--- src/rtl/reset_seq_pkg.sv ---
package reset_seq_pkg;
  typedef enum logic [1:0] {
    ST_HOLD = 2'd0,
    ST_SEQ  = 2'd1,
    ST_RUN  = 2'd2
  } seq_state_e;
endpackage

--- src/rtl/rst_pin_filter.sv ---
module rst_pin_filter #(
  parameter int unsigned MIN_LOW_CYC = 8
) (
  input  logic clk_i,
  input  logic rst_ni,
  input  logic pin_ni,
  output logic pin_s_o,
  output logic accept_o
);
  localparam int unsigned CNT_W = (MIN_LOW_CYC > 2) ? $clog2(MIN_LOW_CYC) : 1;
  localparam logic [CNT_W-1:0] CNT_MAX = CNT_W'(MIN_LOW_CYC - 1);

  logic [1:0]       sync_q;
  logic [CNT_W-1:0] low_cnt_q;

  always_ff @(posedge clk_i or negedge rst_ni) begin
    if (!rst_ni) sync_q <= 2'b00;
    else         sync_q <= {sync_q[0], pin_ni};
  end

  assign pin_s_o = sync_q[1];

  // saturate so accept stays high while the pin is held low
  always_ff @(posedge clk_i or negedge rst_ni) begin
    if (!rst_ni)                   low_cnt_q <= '0;
    else if (pin_s_o)              low_cnt_q <= '0;
    else if (low_cnt_q != CNT_MAX) low_cnt_q <= low_cnt_q + 1'b1;
  end

  assign accept_o = !pin_s_o && (low_cnt_q == CNT_MAX);

  assert_high_clears_accept_R3: assert property (@(posedge clk_i) disable iff (!rst_ni)
    pin_s_o |=> !accept_o);
  assert_accept_after_low_R2: assert property (@(posedge clk_i) disable iff (!rst_ni)
    $rose(accept_o) |-> $past(!pin_s_o));
endmodule

--- src/rtl/state_clock.sv ---
module state_clock (
  input  logic clk_i,
  input  logic rst_ni,
  input  logic resync_i,
  output logic clk_out_o,
  output logic state_end_o
);
  logic phase_q;

  always_ff @(posedge clk_i or negedge rst_ni) begin
    if (!rst_ni)       phase_q <= 1'b0;
    else if (resync_i) phase_q <= 1'b0;
    else               phase_q <= ~phase_q;
  end

  assign clk_out_o   = phase_q;
  assign state_end_o = phase_q;

  assert_resync_low_phase_R4: assert property (@(posedge clk_i) disable iff (!rst_ni)
    resync_i |=> !clk_out_o);
  assert_free_toggle_R4: assert property (@(posedge clk_i) disable iff (!rst_ni)
    !resync_i |=> (clk_out_o != $past(clk_out_o)));
endmodule

--- src/rtl/boot_ctrl.sv ---
module boot_ctrl
  import reset_seq_pkg::*;
#(
  parameter int unsigned SEQ_STATES = 10,
  parameter int unsigned CLR_STATE  = 0,
  parameter int unsigned RD_FIRST   = 2,
  parameter int unsigned RD_LAST    = 3,
  parameter int unsigned ADDR_W     = 16,
  parameter int unsigned DATA_W     = 8,
  parameter logic [ADDR_W-1:0] CFG_ADDR   = 16'h2018,
  parameter logic [ADDR_W-1:0] START_ADDR = 16'h2080
) (
  input  logic              clk_i,
  input  logic              rst_ni,
  input  logic              pin_s_i,
  input  logic              accept_i,
  input  logic              state_end_i,
  input  logic [DATA_W-1:0] rd_data_i,
  output logic              resync_o,
  output logic              status_clr_o,
  output logic              rd_req_o,
  output logic [ADDR_W-1:0] rd_addr_o,
  output logic [DATA_W-1:0] cfg_o,
  output logic              pc_load_o,
  output logic [ADDR_W-1:0] pc_o,
  output logic              running_o
);
  localparam int unsigned ST_W = $clog2(SEQ_STATES);
  localparam logic [ST_W-1:0] LAST_ST = ST_W'(SEQ_STATES - 1);
  localparam logic [ST_W-1:0] CLR_ST  = ST_W'(CLR_STATE);
  localparam logic [ST_W-1:0] RD_LO   = ST_W'(RD_FIRST);
  localparam logic [ST_W-1:0] RD_HI   = ST_W'(RD_LAST);

  seq_state_e      state_q, state_d;
  logic [ST_W-1:0] st_cnt_q, st_cnt_d;
  logic [DATA_W-1:0] cfg_q;
  logic            in_seq, cfg_load;

  assign in_seq   = (state_q == ST_SEQ);
  assign resync_o = (state_q == ST_HOLD) && pin_s_i;

  always_comb begin
    state_d  = state_q;
    st_cnt_d = st_cnt_q;
    if (accept_i) begin
      state_d  = ST_HOLD;
      st_cnt_d = '0;
    end else begin
      unique case (state_q)
        ST_HOLD: if (pin_s_i) begin
          state_d  = ST_SEQ;
          st_cnt_d = '0;
        end
        ST_SEQ: if (state_end_i) begin
          if (st_cnt_q == LAST_ST) state_d = ST_RUN;
          else                     st_cnt_d = st_cnt_q + 1'b1;
        end
        default: state_d = state_q;
      endcase
    end
  end

  always_ff @(posedge clk_i or negedge rst_ni) begin
    if (!rst_ni) begin
      state_q  <= ST_HOLD;
      st_cnt_q <= '0;
    end else begin
      state_q  <= state_d;
      st_cnt_q <= st_cnt_d;
    end
  end

  assign cfg_load = in_seq && state_end_i && (st_cnt_q == RD_HI) && !accept_i;

  always_ff @(posedge clk_i or negedge rst_ni) begin
    if (!rst_ni)       cfg_q <= '0;
    else if (cfg_load) cfg_q <= rd_data_i;
  end

  assign status_clr_o = in_seq && (st_cnt_q == CLR_ST);
  assign rd_req_o     = in_seq && (st_cnt_q >= RD_LO) && (st_cnt_q <= RD_HI);
  assign rd_addr_o    = rd_req_o ? CFG_ADDR : '0;
  assign cfg_o        = cfg_q;
  assign pc_load_o    = in_seq && state_end_i && (st_cnt_q == LAST_ST) && !accept_i;
  assign pc_o         = START_ADDR;
  assign running_o    = (state_q == ST_RUN);

  assert_accept_stops_R2: assert property (@(posedge clk_i) disable iff (!rst_ni)
    accept_i |=> !running_o);
  assert_cnt_in_range_R5: assert property (@(posedge clk_i) disable iff (!rst_ni)
    in_seq |-> (st_cnt_q <= LAST_ST));
  assert_clr_read_apart_R6: assert property (@(posedge clk_i) disable iff (!rst_ni)
    !(status_clr_o && rd_req_o));
  assert_cfg_only_after_read_R7: assert property (@(posedge clk_i) disable iff (!rst_ni)
    !$stable(cfg_o) |-> $past(rd_req_o));
  assert_load_then_run_R8: assert property (@(posedge clk_i) disable iff (!rst_ni)
    pc_load_o |=> running_o);
  assert_run_needs_load_R8: assert property (@(posedge clk_i) disable iff (!rst_ni)
    $rose(running_o) |-> $past(pc_load_o));
  assert_pc_load_single_R8: assert property (@(posedge clk_i) disable iff (!rst_ni)
    pc_load_o |=> !pc_load_o);
endmodule

--- src/rtl/reset_boot_seq.sv ---
module reset_boot_seq #(
  parameter int unsigned MIN_LOW_STATES = 4,
  parameter int unsigned SEQ_STATES     = 10,
  parameter int unsigned ADDR_W         = 16,
  parameter int unsigned DATA_W         = 8,
  parameter logic [ADDR_W-1:0] CFG_ADDR   = 16'h2018,
  parameter logic [ADDR_W-1:0] START_ADDR = 16'h2080
) (
  input  logic              clk_i,
  input  logic              rst_ni,
  input  logic              rst_pin_ni,
  input  logic [DATA_W-1:0] rd_data_i,
  output logic              clk_out_o,
  output logic              status_clr_o,
  output logic              rd_req_o,
  output logic [ADDR_W-1:0] rd_addr_o,
  output logic [DATA_W-1:0] cfg_o,
  output logic              pc_load_o,
  output logic [ADDR_W-1:0] pc_o,
  output logic              running_o
);
  localparam int unsigned CYC_PER_STATE = 2;
  localparam int unsigned MIN_LOW_CYC   = MIN_LOW_STATES * CYC_PER_STATE;

  logic pin_s, accept, resync, state_end;

  rst_pin_filter #(.MIN_LOW_CYC(MIN_LOW_CYC)) u_filter (
    .clk_i    (clk_i),
    .rst_ni   (rst_ni),
    .pin_ni   (rst_pin_ni),
    .pin_s_o  (pin_s),
    .accept_o (accept)
  );

  state_clock u_clk (
    .clk_i       (clk_i),
    .rst_ni      (rst_ni),
    .resync_i    (resync),
    .clk_out_o   (clk_out_o),
    .state_end_o (state_end)
  );

  boot_ctrl #(
    .SEQ_STATES (SEQ_STATES),
    .ADDR_W     (ADDR_W),
    .DATA_W     (DATA_W),
    .CFG_ADDR   (CFG_ADDR),
    .START_ADDR (START_ADDR)
  ) u_ctrl (
    .clk_i        (clk_i),
    .rst_ni       (rst_ni),
    .pin_s_i      (pin_s),
    .accept_i     (accept),
    .state_end_i  (state_end),
    .rd_data_i    (rd_data_i),
    .resync_o     (resync),
    .status_clr_o (status_clr_o),
    .rd_req_o     (rd_req_o),
    .rd_addr_o    (rd_addr_o),
    .cfg_o        (cfg_o),
    .pc_load_o    (pc_load_o),
    .pc_o         (pc_o),
    .running_o    (running_o)
  );
endmodule

--- config.mk ---
export PLATFORM = sky130hd
export DESIGN_NAME = reset_boot_seq
export DESIGN_NICKNAME = d
export VERILOG_FILES = /design/src/rtl/reset_seq_pkg.sv /design/src/rtl/rst_pin_filter.sv /design/src/rtl/state_clock.sv /design/src/rtl/boot_ctrl.sv /design/src/rtl/reset_boot_seq.sv
export SDC_FILE = /design/constraint.sdc
export NUM_CORES = 1
export LEC_CHECK = 0
export BUFFER_PORTS_ARGS = -buffer_cell sky130_fd_sc_hd__buf_2
export CAP_MARGIN = 20
export CORE_UTILIZATION = 50
export CTS_CLUSTER_DIAMETER = 150
export DETAILED_ROUTE_END_ITERATION = 16
export GPL_ROUTABILITY_DRIVEN = 0
export PLACE_DENSITY = 0.95
export SLEW_MARGIN = 20
export SYNTH_ARGS = -nofsm -noshare
export SYNTH_HDL_FRONTEND = slang
export SYNTH_SLANG_ARGS = --single-unit
--- constraint.sdc ---
create_clock -name clk_i -period 3.29 [get_ports clk_i]
set_input_delay 0.658 -clock clk_i [delete_from_list [all_inputs] [get_ports clk_i]]
set_output_delay 0.658 -clock clk_i [all_outputs]
set_load 0.05 [all_outputs]
==> impl_metrics.csv, run 1 <==
group,metric,value,unit
yosys,ys_types,32,
sta,min_period,2.47,ns
yosys,netlist_instances,119,
power,power_density,1020,nW/µm²
sta,fin_setup_tns,0,ns
clock_network,clkTransAtPathRegs,0.11,ns
critical_path,startpoint_type,"flop",
yosys,yosysMostFrequentCell,"buf_4",
sta,hold_viol,0,
route,drc,0,
sta,setup_viol,0,
route,dr_total_vias,810,
yosys,synth_area_leaders,"dfrtp_1 (39%), buf_4 (19%), mux2_4 (9.4%)",
sta,finalWorstSetupSlack,0.819,ns
yosys,ys_seq_area_share,39.2,%
grt,grt_max_degree,21,
yosys,synth-edff-count,0,
die,dieArea,2760,µm²
clock_network,ctsHtreeMaxLevel,1,
sta,slew_headroom,63.5,%
die,start_util,55.1,%
die,rows,17,
yosys,synth_top_area_share,39.2,%
route,detail-route-antenna-nets,0,
critical_path,critical_path.startpoint,"u_ctrl.st_cnt_q[1]$_DFFE_PN0P_",
yosys,synth_common_cells,"buf_4 (33), dfrtp_1 (20), mux2_4 (8), ha_1 (6), nor2_1 (6)",
yosys,yosys_most_used_dff,"dfrtp_1",
yosys,synth-warning-count,0,
grt,antenna_found_initial,0,
yosys,synth.avg_cell_area,10.7,µm²
clock_network,clk_latency,0.31,ns
critical_path,cp.arrival,1.81,ns
route,vias_per_cell,4.79,
final_layout,diodes,0,
place,place_ws,1.14,ns
clock_network,cts_tree,"done",
die,die_h,52.5,µm
grt,grt_pass1_wl,3500,µm
clock_network,cts_buffer_depth,2,
critical_path,required,2.63,ns
critical_path,cp_max_fo,6,
final_layout,num-nets-final,159,
clock_network,post_cts_buffers,0,
power,ir_worst_vdd,754,µV
die,dieWidth,52.5,µm
critical_path,crit_path_end_kind,"output pin",
clock_network,ctsResizeCount,0,
worst_hold_path,hold_path_class,"in2async",
final_layout,drive_gt1_share,28.4,%
clock_network,cts_root_buffer,"clkbuf_4",
grt,grtUsageTotal,17.7,%
sta,fmax,0.405,GHz
run_status,status,"finished, final reports clean",
yosys,syn_area,1280,µm²
power,p_leak,0.690,nW
route,wl_per_cell,13.7,µm
route,drt_iter0_drc,20,
clock_network,hold_buffers,0,
route,dr.pass1.iters,4,
yosys,async_flop_share,100,%
sta,finClkSkew,0.0113,ns
place,dp_hpwl,1820,µm
yosys,ys_ff_latch,20,
place,port-buffer-count,26,
sta,drv_slew,0,
critical_path,crit_type,"reg2out",
grt,gr-total-overflow,0,
sta,period_share,75.1,%
run,cap_viol_max_count,0,
grt,grt_pass1_vias,742,
die,io_pins,56,
sta,max_slew.worst_pin.slew,0.547,ns
yosys,post-synth-top-area-cell,"dfrtp_1",
sta,rsz0062_at_grt,"false",
clock_network,cts_made_buffers,3,
final_layout,syn_to_final_growth,2.55,%
critical_path,r2r_start,"u_filter.low_cnt_q[0]$_DFFE_PN0P_",
die,coreArea,2320,µm²
sta,timing.hold.ws,0.264,ns
clock_network,cts_sinks,20,
route,routed_wl,2320,µm
==> metrics by stage <==
| stage | instance area [µm²] | power (mW) | cells | utilization, % |
|---|---|---|---|---|
| 2_1_floorplan | 1380 | 1.08 | 146 | - |
| 3_3_place_gp | 1270 | 1.14 | 165 | 54.9 |
| 3_5_place_dp | 1270 | 1.19 | 165 | 54.9 |
| 4_1_cts | 1310 | 1.34 | 169 | 56.5 |
| 5_1_grt | 1310 | 1.40 | 169 | 56.5 |
| 6_report | 1310 | 1.33 | 169 | 56.5 |
==> metal layers <==
metal / global-route usage (%) / routed length [µm] / up-vias
met2: 30.6 / 1240 / 41
met4: 6.58 / 28 / 0
met3: 4.64 / 121 / 4
met5: 0 / 0 / -
met1: 20.6 / 924 / 380
li1: - / - / 385
==> where the power goes <==
part           internal [mW]  total [mW]  switching (mW)  leakage (nW)
clock                 0.0676       0.142          0.0747        0.0210
sequential             0.334       0.436           0.102         0.244
combinational          0.220       0.752           0.532         0.426
==> state kept, by name, indices dropped and copies added, names as in the netlist <==
name	flops
u_clk.clk_out_o	1
u_ctrl.cfg_o	8
u_ctrl.st_cnt_q	4
u_ctrl.state_q	2
u_filter.low_cnt_q	3
u_filter.sync_q	2
==> cell families after synthesis <==
group	synth area share (%)
buf+inv	22.0
simple gates	14.3
mux	11.0
other cells	0.588
compound gates	6.37
fa+ha+maj	5.88
flops	39.2
xor+xnor	0.686
==> path summary, 6_finish.rpt <==
| check | cells after the start | slack [ns] | to |
|---|---|---|---|
| worst max-delay path | 6 | 0.82 | pc_load_o |
| worst min-delay path | 1 | 0.26 | u_ctrl.cfg_o[7]$_DFFE_PN0P_ |
| worst max register to register | 5 | 1.12 | u_ctrl.cfg_o[2]$_DFFE_PN0P_ |
| worst min register to register | 0 | 0.37 | u_filter.sync_q[1]$_DFF_PN0_ |
| max in group asynchronous | 1 | 2.72 | u_filter.sync_q[0]$_DFF_PN0_ |
| min in group clk_i | 0 | 0.37 | u_filter.sync_q[1]$_DFF_PN0_ |
==> placed cells by master, fill, tap and decap left out, drive strengths merged, types with 2 or more instances in the layout <==
| master | instances |
|---|---|
| mux2 | 8 |
| nand3b | 2 |
| nand3 | 5 |
| nor2b | 3 |
| ha | 6 |
| nand2 | 2 |
| buf | 26 |
| dfrtp | 20 |
| and3b | 2 |
| conb | 29 |
| mux2i | 2 |
| nor2 | 6 |
| o211ai | 3 |
| a21oi | 5 |
| clkbuf | 4 |
| inv | 3 |
==> cell type report <==
cell class / count / area [µm²]
Fill cell: 188 / 1010
Sequential cell: 20 / 500
Tap cell: 28 / 35.0
Inverter: 3 / 11.3
Multi-Input combinational cell: 88 / 597
Timing Repair Buffer: 26 / 130
Clock buffer: 4 / 36.3
==> critical path, cell delays in order (launching register included) <==
cell and delay [ns]:
dfrtp_1 0.45, inv_1 0.11, ha_1 0.19, and3b_1 0.28, nand3_1 0.10, nor2_1 0.11, buf_2 0.27
Note: power is estimated with default switching activity, not from simulation.
==> run 2: changes to the inputs <==
--- a/config.mk
+++ b/config.mk
@@ -7,11 +7,11 @@
 export LEC_CHECK = 0
 export BUFFER_PORTS_ARGS = -buffer_cell sky130_fd_sc_hd__buf_2
 export CAP_MARGIN = 20
-export CORE_UTILIZATION = 50
+export CORE_UTILIZATION = 47
 export CTS_CLUSTER_DIAMETER = 150
 export DETAILED_ROUTE_END_ITERATION = 16
 export GPL_ROUTABILITY_DRIVEN = 0
-export PLACE_DENSITY = 0.95
+export PLACE_DENSITY = 0.9
 export SLEW_MARGIN = 20
 export SYNTH_ARGS = -nofsm -noshare
 export SYNTH_HDL_FRONTEND = slang
==> constraint.sdc (replaced) <==
create_clock -name clk_i -period 2.28 [get_ports clk_i]
set_input_delay 0.456 -clock clk_i [delete_from_list [all_inputs] [get_ports clk_i]]
set_output_delay 0.456 -clock clk_i [all_outputs]
set_load 0.05 [all_outputs]
==> run 2 against run 1 <==
Critical path type unchanged. Design area rose by 3.1%. Worst setup slack lost 0.69 ns. Clock skew down 0.011 ns. Register-to-register slack got worse by 0.78 ns. Clock power grew 100%. Critical path depth unchanged. Sequential power increased by 44%. Global-route usage is 1.9 points lower. First-iteration DRC count fell by 20%. Via count increased by 4.8%. Hold slack worse by 0.18 ns. Count of clock-buffer cells in the layout decreased by 1.
==> impl_metrics.csv, run 2 (synthesis results as in run 1) <==
group,metric,value,unit
run_status,status,"finished, final reports clean",
final_layout,multi_input_area,603,µm²
critical_path,crit_type,"reg2out",
route,drt_iter0_drc,16,
final_layout,mostFrequentLayoutCells,"conb_1 (29), buf_2 (25), dfrtp_1 (19), mux2_4 (8)",
clock_network,cts_made_buffers,3,
die,coreArea,2520,µm²
power,switching_share,50.5,%
grt,gr-usage-met1,18.5,%
die,rows,18,
power,ir_worst_vdd,1050,µV
sta,hold_viol,0,
route,drc,0,
final_layout,diodes,0,
critical_path,crit_chain,"inv_1 > ha_1 > and3b_2 > nand3_1 > nor2_1 > buf_6",
clock_network,cts_sinks,20,
grt,grt_max_degree,21,
place,dp_cells,168,
place,dp_hpwl,1610,µm
grt,grt_pass1_vias,733,
die,start_util,50.6,%
place,port-buffer-count,26,
die,dieArea,2930,µm²
critical_path,crit_path_top_delay_cell,"dfrtp_2",
run,cap_viol_max_count,0,
critical_path,required,1.82,ns
sta,finClkSkew,0.000759,ns
grt,busiest_layer,"met2",
sta,min_period,2.15,ns
clock_network,clk_latency,0.30,ns
grt,grtUsageTotal,15.8,%
final_layout,layout_commonest_cell,"conb_1",
route,routed_wl,2140,µm
clock_network,cts_tree,"done",
die,dieWidth,54.1,µm
critical_path,startpoint_type,"flop",
sta,drv_slew,0,
grt,gr-usage-met3,6.50,%
power,p_leak,0.704,nW
clock_network,ctsHtreeMaxLevel,1,
clock_network,clkTransAtPathRegs,0.11,ns
final_layout,ff_latch_area,502,µm²
power,p_switching,1.00,mW
critical_path,crit_path_end_kind,"output pin",
route,detail-route-antenna-nets,0,
clock_network,cts_root_buffer,"clkbuf_4",
sta,fmax,0.466,GHz
final_layout,final_cells,172,
final_layout,largest_reg_flops,8,
worst_hold_path,hold_path_class,"in2async",
final_layout,drive_gt1_share,31.0,%
grt,gr-total-overflow,0,
route,dr_total_vias,849,
route,dr.pass1.iters,4,
clock_network,post_cts_buffers,0,
final_layout,num-nets-final,160,
power,power_density,1470,nW/µm²
grt,use_met2,26.0,%
grt,antenna_found_initial,0,
final_layout,filler_cell_count,225,
die,io_pins,56,
power,p_int,0.985,mW
route,vias_per_cell,4.94,
grt,grt_pass1_wl,3220,µm
critical_path,cp_max_fo,6,
sta,timing.hold.ws,0.0817,ns
critical_path,critPathMaxStageDelay,0.46,ns
power,p_seq_share,31.6,%
route,wl_per_cell,12.4,µm
critical_path,cp.arrival,1.69,ns
die,die_h,54.1,µm
power,p_clk_share,14.3,%
sta,setup_viol,0,
power,comb_power_share,54.1,%
final_layout,syn_to_final_growth,5.68,%
clock_network,cts_buffer_depth,2,
sta,period_share,94.2,%
## run 2: cell count changes in the layout (fill, tap and decap cells not counted), sizes merged
cell / change
buf: +1
clkbuf: -1
bufinv: +1
## run 2: what timing repair did
action | in CTS | in global routing
hold buffers | 0 | 0
hold endpoints to repair | 0 | 0
resized for setup | 0 | 5
setup endpoints to repair | 0 | 1
## run 2: area by class of cell
cell class	instances	share of cell area, %
sequential	20	37.2
inverter	3	0.834
timing repair buffer	27	10.7
multi-input combinational	88	44.7
clock buffer	3	1.67
clock inverter	1	2.22
tap	30	2.78
## run 2: worst paths after layout
check / startpoint / endpoint / slack [ns] / depth (start not counted)
hold / removal: rst_ni / u_ctrl.st_cnt_q[0]$_DFFE_PN0P_ / 0.08 / 1
min in group clk_i: rst_pin_ni / u_filter.sync_q[0]$_DFF_PN0_ / 0.26 / 1
setup reg to reg: u_filter.low_cnt_q[0]$_DFFE_PN0P_ / u_ctrl.cfg_o[1]$_DFFE_PN0P_ / 0.34 / 6
max in group asynchronous: rst_ni / u_ctrl.st_cnt_q[1]$_DFFE_PN0P_ / 1.87 / 1
hold reg to reg: u_filter.sync_q[0]$_DFF_PN0_ / u_filter.sync_q[1]$_DFF_PN0_ / 0.36 / 0
setup / recovery: u_ctrl.st_cnt_q[1]$_DFFE_PN0P_ / pc_load_o / 0.13 / 6
## run 2: worst max-delay path: cells and delay by family, from the launching register on
| kind | cells | cell delay [ns] |
|---|---|---|
| flops | 1 | 0.46 |
| simple gates | 3 | 0.46 |
| buf+inv | 2 | 0.26 |
| fa+ha+maj | 1 | 0.20 |
## run 2: layer usage
layer | up-vias | routed length (µm)
met2 | 47 | 1120
li1 | 387 | -
met3 | 5 | 161
met5 | - | 0
met1 | 410 | 824
met4 | 0 | 35
## run 2: power groups by stage
stage	Clock [mW]	Sequential, mW	Combinational [mW]
floorplan	0	0.858	0.700
global placement	0	0.611	1.05
detailed placement	0	0.629	1.07
CTS	0.291	0.624	1.07
global route	0.309	0.651	1.15
finish	0.286	0.628	1.08
## run 2: metrics by stage
step	setup slack, ns	TNS, ns	util, %	instance area, µm²	power, mW
floorplan	0.0298	0	-	1380	1.56
global placement	0.384	0	51.1	1290	1.66
detailed placement	0.346	0	51.1	1290	1.70
CTS	0.0441	0	53.2	1340	1.99
global route	-0.00184	-0.00184	53.5	1350	2.11
finish	0.133	0	53.5	1350	1.99
